## src/rtl/lenreg_pkg.sv

```systemverilog
`timescale 1ns/1ps
package lenreg_pkg;

    localparam int CTRL_W     = 8;
    localparam int N_W        = 16;
    localparam int R_W        = 15;
    localparam int CNT_W      = 5;
    localparam int SHIFT_W    = (N_W > R_W) ? N_W : R_W;

    localparam int LEN_CTRL   = 8;
    localparam int LEN_N      = 16;
    localparam int LEN_R      = 15;
    localparam int LEN_R_LONG = 24;
    localparam int INIT_MIN   = 9;
    localparam int INIT_MAX   = 13;

    typedef enum logic [1:0] {
        ST_IDLE,
        ST_ACTIVE,
        ST_COMMIT
    } slave_state_t;

    typedef enum logic [2:0] {
        CLS_NONE,
        CLS_CTRL,
        CLS_N,
        CLS_R,
        CLS_INIT
    } xfer_class_t;

endpackage

```

## src/rtl/lenreg_sync.sv

```systemverilog
`timescale 1ns/1ps
module lenreg_sync #(
    parameter int           W      = 3,
    parameter int           STAGES = 2,
    parameter logic [W-1:0] RST    = '0
) (
    input  logic         clk,
    input  logic         rst_n,
    input  logic [W-1:0] din,
    output logic [W-1:0] dout
);

    logic [W-1:0] stg [STAGES];

    always_ff @(posedge clk or negedge rst_n) begin
        if (!rst_n) stg[0] <= RST;
        else        stg[0] <= din;
    end

    for (genvar i = 1; i < STAGES; i++) begin : g_stage
        always_ff @(posedge clk or negedge rst_n) begin
            if (!rst_n) stg[i] <= RST;
            else        stg[i] <= stg[i-1];
        end
    end

    assign dout = stg[STAGES-1];

endmodule

```

## src/rtl/lenreg_shifter.sv

```systemverilog
`timescale 1ns/1ps
module lenreg_shifter #(
    parameter int SHIFT_W = 16,
    parameter int CNT_W   = 5
) (
    input  logic               clk,
    input  logic               rst_n,
    input  logic               clr,
    input  logic               en,
    input  logic               bit_in,
    output logic [SHIFT_W-1:0] data,
    output logic [CNT_W-1:0]   count
);

    localparam logic [CNT_W-1:0] CNT_MAX = {CNT_W{1'b1}};

    always_ff @(posedge clk or negedge rst_n) begin
        if (!rst_n) begin
            data  <= '0;
            count <= '0;
        end else if (clr) begin
            data  <= '0;
            count <= '0;
        end else if (en) begin
            data  <= {data[SHIFT_W-2:0], bit_in};
            if (count != CNT_MAX) count <= count + 1'b1;
        end
    end

endmodule

```

## src/rtl/lenreg_decode.sv

```systemverilog
`timescale 1ns/1ps
module lenreg_decode
    import lenreg_pkg::*;
#(
    parameter int CW = CNT_W
) (
    input  logic [CW-1:0] count,
    output xfer_class_t   cls
);

    always_comb begin
        if (count == CW'(LEN_CTRL))
            cls = CLS_CTRL;
        else if (count == CW'(LEN_N))
            cls = CLS_N;
        else if ((count == CW'(LEN_R)) || (count == CW'(LEN_R_LONG)))
            cls = CLS_R;
        else if ((count >= CW'(INIT_MIN)) && (count <= CW'(INIT_MAX)))
            cls = CLS_INIT;
        else
            cls = CLS_NONE;
    end

endmodule

```

## src/rtl/lenreg_slave.sv

```systemverilog
`timescale 1ns/1ps
module lenreg_slave
    import lenreg_pkg::*;
#(
    parameter int SYNC_STAGES = 2
) (
    input  logic             clk,
    input  logic             rst_n,
    input  logic             cs_n,
    input  logic             sclk,
    input  logic             sdi,
    output logic             pd_invert,
    output logic             pd_sel_tristate,
    output logic             lock_det_en,
    output logic [2:0]       refout_div,
    output logic             fv_out_en,
    output logic             fr_out_en,
    output logic [N_W-1:0]   n_div,
    output logic [R_W-1:0]   r_div,
    output logic             upd_ctrl,
    output logic             upd_n,
    output logic             upd_r,
    output logic             upd_init
);

    localparam int PIN_CS   = 2;
    localparam int PIN_SCLK = 1;
    localparam int PIN_SDI  = 0;

    logic [2:0]         pins_s;
    logic               cs_prev, sclk_prev;
    logic               cs_rise, cs_fall, sclk_rise;
    slave_state_t       state_q, state_d;
    logic [SHIFT_W-1:0] sh_data;
    logic [CNT_W-1:0]   sh_count;
    xfer_class_t        cls;
    logic [CTRL_W-1:0]  ctrl_q;

    lenreg_sync #(.W(3), .STAGES(SYNC_STAGES), .RST(3'b110)) i_sync (
        .clk   (clk),
        .rst_n (rst_n),
        .din   ({cs_n, sclk, sdi}),
        .dout  (pins_s)
    );

    always_ff @(posedge clk or negedge rst_n) begin
        if (!rst_n) begin
            cs_prev   <= 1'b1;
            sclk_prev <= 1'b1;
        end else begin
            cs_prev   <= pins_s[PIN_CS];
            sclk_prev <= pins_s[PIN_SCLK];
        end
    end

    assign cs_rise   =  pins_s[PIN_CS]   & ~cs_prev;
    assign cs_fall   = ~pins_s[PIN_CS]   &  cs_prev;
    assign sclk_rise =  pins_s[PIN_SCLK] & ~sclk_prev;

    lenreg_shifter #(.SHIFT_W(SHIFT_W), .CNT_W(CNT_W)) i_shift (
        .clk    (clk),
        .rst_n  (rst_n),
        .clr    ((state_q == ST_IDLE) && cs_fall),
        .en     ((state_q == ST_ACTIVE) && sclk_rise),
        .bit_in (pins_s[PIN_SDI]),
        .data   (sh_data),
        .count  (sh_count)
    );

    lenreg_decode #(.CW(CNT_W)) i_dec (
        .count (sh_count),
        .cls   (cls)
    );

    // state register
    always_ff @(posedge clk or negedge rst_n) begin
        if (!rst_n) state_q <= ST_IDLE;
        else        state_q <= state_d;
    end

    // transitions
    always_comb begin
        state_d = state_q;
        unique case (state_q)
            ST_IDLE:   if (cs_fall) state_d = ST_ACTIVE;
            ST_ACTIVE: if (cs_rise) state_d = ST_COMMIT;
            ST_COMMIT: state_d = ST_IDLE;
            default:   state_d = ST_IDLE;
        endcase
    end

    // outputs: registers and strobes
    always_ff @(posedge clk or negedge rst_n) begin
        if (!rst_n) begin
            ctrl_q   <= '0;
            n_div    <= '0;
            r_div    <= '0;
            upd_ctrl <= 1'b0;
            upd_n    <= 1'b0;
            upd_r    <= 1'b0;
            upd_init <= 1'b0;
        end else begin
            upd_ctrl <= 1'b0;
            upd_n    <= 1'b0;
            upd_r    <= 1'b0;
            upd_init <= 1'b0;
            if (state_q == ST_COMMIT) begin
                case (cls)
                    CLS_CTRL: begin
                        ctrl_q   <= sh_data[CTRL_W-1:0];
                        upd_ctrl <= 1'b1;
                    end
                    CLS_N: begin
                        n_div <= sh_data[N_W-1:0];
                        upd_n <= 1'b1;
                    end
                    CLS_R: begin
                        r_div <= sh_data[R_W-1:0];
                        upd_r <= 1'b1;
                    end
                    CLS_INIT: upd_init <= 1'b1;
                    default:  ;
                endcase
            end
        end
    end

    assign pd_invert       = ctrl_q[7];
    assign pd_sel_tristate = ctrl_q[6];
    assign lock_det_en     = ctrl_q[5];
    assign refout_div      = ctrl_q[4:2];
    assign fv_out_en       = ctrl_q[1];
    assign fr_out_en       = ctrl_q[0];

endmodule

```

## config.mk

```make
export PLATFORM = sky130hd
export DESIGN_NAME = lenreg_slave
export DESIGN_NICKNAME = d
export VERILOG_FILES = /design/src/rtl/lenreg_pkg.sv /design/src/rtl/lenreg_sync.sv /design/src/rtl/lenreg_shifter.sv /design/src/rtl/lenreg_decode.sv /design/src/rtl/lenreg_slave.sv
export SDC_FILE = /design/constraint.sdc
export NUM_CORES = 1
export LEC_CHECK = 0
export ABC_AREA = 1
export BUFFER_PORTS_ARGS = -buffer_cell sky130_fd_sc_hd__buf_2
export CAP_MARGIN = 20
export CORE_MARGIN = 5
export CORE_UTILIZATION = 40
export CTS_CLUSTER_DIAMETER = 30
export DETAILED_ROUTE_END_ITERATION = 7
export GPL_TIMING_DRIVEN = 0
export REMOVE_ABC_BUFFERS = 1
export SYNTH_ARGS = -nofsm -noshare
export SYNTH_HDL_FRONTEND = slang
export SYNTH_SLANG_ARGS = --single-unit
```

## constraint.sdc

```tcl
create_clock -name clk -period 2.1 [get_ports clk]
set_input_delay 0.21 -clock clk [delete_from_list [all_inputs] [get_ports clk]]
set_output_delay 0.21 -clock clk [all_outputs]
set_load 0.05 [all_outputs]
```

==> flow_summary.toml <==
[floorplanning]
io_pins = 48
die_w_um = 96.0
core_area_mm2 = 0.00721
die-area_mm2 = 0.00922
die_h_um = 96.0
initial_utilization = 0.410
fp-row-count = 31

[synth]
postSynthRegisterBits = 74
yosysSeqAreaShare = 0.628
syn_avg_cell_area_um2 = 10.0
yosysWarnings = 0
synthesis.instances = 296
synth.distinct_cells = 25
netlist_area_mm2 = 0.00296

[sta]
finalCritPeriodShare = 0.885
fin_skew_ns = 0.00967
period_needed_ns = 1.86
maxSlewViolCount = 0
worst_pin_slew_ns = 0.552
max_slew_margin = 0.631
final-hold-violation-count = 0
final-setup-viol-count = 0
rsz0062_at_grt = "false"
setup_tns_ns = 0
timing.fmax_ghz = 0.538

[worst_setup_path]
required_ns = 2.34
rr_endpoint = "r_div[13]"
cp-startpoint = "i_shift.count[0]"
r2r_cells = 7
r2r_slack_ns = 0.24
arrival_ns = 2.09
crit_type = "reg2reg"
crit_path_end = "r_div[13]"
cp-start-kind = "register"
endpoint_kind = "register"
crit_fanout = 18
r2r-start = "i_shift.count[0]"

[detailed_routing]
drtAntennaViolNets = 0
drt_iter0_drc = 150
vias = 2133
wirelength_um = 6170
via_per_inst = 4.73
wl_per_cell_um = 13.7
route.detailed.drc = 0
firstDrtPassIters = 4

[clock_tree]
clk_path_buf_depth = 2
cts_buffers = 9
clk_pin_slew_ns = 0.07
cts-root-buf = "clkbuf_8"
clk_latency_ns = 0.35
htreeDepth = 3
cts_sinks = 74
cts_tree = "yes"

[power]
power.total_mw = 2.97
ir_drop_mv = 0.365
p_leak_nw = 1.96
power_density_mw_per_mm2 = 842

[run]
cap_violations = 0

[global_route]
grt_overflow = 0
grt_max_degree = 49
antenna_found_initial = 0
grt_pass1_wl_um = 10100
grtUsageTotal = 0.145
grt_pass1_vias = 2071

[finish]
drive_above_1_share = 0.227
layout_common_cells = "nand2_1 (88), dfrtp_1 (68), buf_2 (46)"
fin_nets = 357
area_growth_pct = 19.1
antenna_cells = 0
layout_commonest_cell = "nand2_1"

[worst_hold_path]
hold_path.class = "in2async"

[run_status]
status = "finished, final reports clean"

[place]
dp_hpwl_um = 3990
gp_congestion = 0.724
portBuffers = 47
[worst min path at each step]
stage,end,slack (ns),cells after the start
2_1_floorplan,ctrl_q[0],-0.09,0
3_3_place_gp,i_sync.stg[5],0.32,1
3_5_place_dp,i_sync.stg[3],0.16,1
4_1_cts,i_sync.stg[3],0.32,2
5_1_grt,i_sync.dout[0],0.36,2
6_report,i_sync.dout[0],0.32,2
[critical path: stages (launching register included)]
cell and delay (ns):
dfrtp_1 0.45, inv_1 0.12, ha_1 0.22, nand3_4 0.25, o21ai_4 0.30, nand2_4 0.25
nand2_1 0.12, nand2_1 0.05
[stage by stage]
step / hold slack (ns) / std cells / util / area (um^2) / worst slack, ns
5_1_grt: 0.357 / 451 / 0.489 / 3520 / 0.0602
6_report: 0.319 / 451 / 0.489 / 3520 / 0.242
2_1_floorplan: -0.0856 / 285 / - / 2880 / 0.607
3_5_place_dp: 0.155 / 432 / 0.453 / 3270 / 0.199
3_3_place_gp: 0.316 / 431 / 0.449 / 3240 / 0.245
4_1_cts: 0.315 / 451 / 0.489 / 3520 / 0.209
[report_power, final]
| group | total (mW) | internal (mW) | switching (mW) |
|---|---|---|---|
| Clock | 1.20 | 0.697 | 0.506 |
| Combinational | 0.249 | 0.0769 | 0.172 |
| Sequential | 1.51 | 1.47 | 0.0427 |
| Total | 2.97 | 2.25 | 0.721 |
[registers in the layout, summed over array words and instances (netlist names)]
register / flops
ctrl_q: 8
upd_ctrl: 1
r_div: 15
upd_init: 1
upd_n: 1
upd_r: 1
i_sync.dout: 3
sclk_prev: 1
i_sync.stg: 3
cs_prev: 1
state_q: 2
n_div: 16
i_shift.data: 16
i_shift.count: 5
[layout make-up]
class / instances / area, um^2
Clock buffer: 11 / 141
Inverter: 28 / 105
Clock inverter: 4 / 76.3
Timing Repair Buffer: 52 / 305
Tap cell: 99 / 124
Sequential cell: 74 / 1860
Multi-Input combinational cell: 183 / 913
Fill cell: 712 / 3690
[layer usage]
metal | global-route usage | wire, um | vias up | part of all wire
met5 | 0 | 0 | - | 0
met4 | 0.0569 | 98 | 0 | 0.016
met3 | 0.0430 | 361 | 7 | 0.058
met2 | 0.227 | 2960 | 55 | 0.48
met1 | 0.190 | 2750 | 1012 | 0.45
li1 | - | - | 1059 | -
[cells by family after synthesis]
family,share of synthesized area
AO/OA/AOI/OAI,0.0824
buffers and inverters,0.0634
adder cells (fa/ha/maj),0.0169
XOR/XNOR,0.00296
flip-flops,0.628
AND/OR/NAND/NOR,0.206
[synthesized netlist by cell type]
| cell type | count | area, um^2 |
|---|---|---|
| o21ai_0 | 28 | 140 |
| o21ai_4 | 1 | 16.3 |
| nand2_4 | 2 | 22.5 |
| ha_1 | 4 | 50.1 |
| nor2_4 | 1 | 11.3 |
| dfrtp_1 | 68 | 1700 |
| inv_1 | 25 | 93.8 |
| dfstp_2 | 6 | 158 |
| xor2_1 | 1 | 8.76 |
| nand3_4 | 1 | 17.5 |
| inv_2 | 3 | 11.3 |
| nor2_8 | 1 | 20.0 |
| nor2_1 | 8 | 30.0 |
| clkbuf_2 | 1 | 5.00 |
| nor4_1 | 1 | 6.26 |
| buf_2 | 2 | 10.0 |
| nand2_2 | 2 | 12.5 |
| buf_6 | 5 | 56.3 |
| nand3_1 | 28 | 140 |
| nand4_1 | 1 | 6.26 |
| o22ai_1 | 14 | 87.6 |
| nand2_1 | 88 | 330 |
| clkbuf_1 | 3 | 11.3 |
| nand3b_1 | 1 | 7.51 |
| nor2_2 | 1 | 6.26 |
[timing repair]
action,CTS,global route
hold buffers,4,0
endpoints found under the hold margin,25,0
buffers inserted,0,0
gates resized for setup,0,0
No activity file was read; power rests on OpenSTA's default activity.
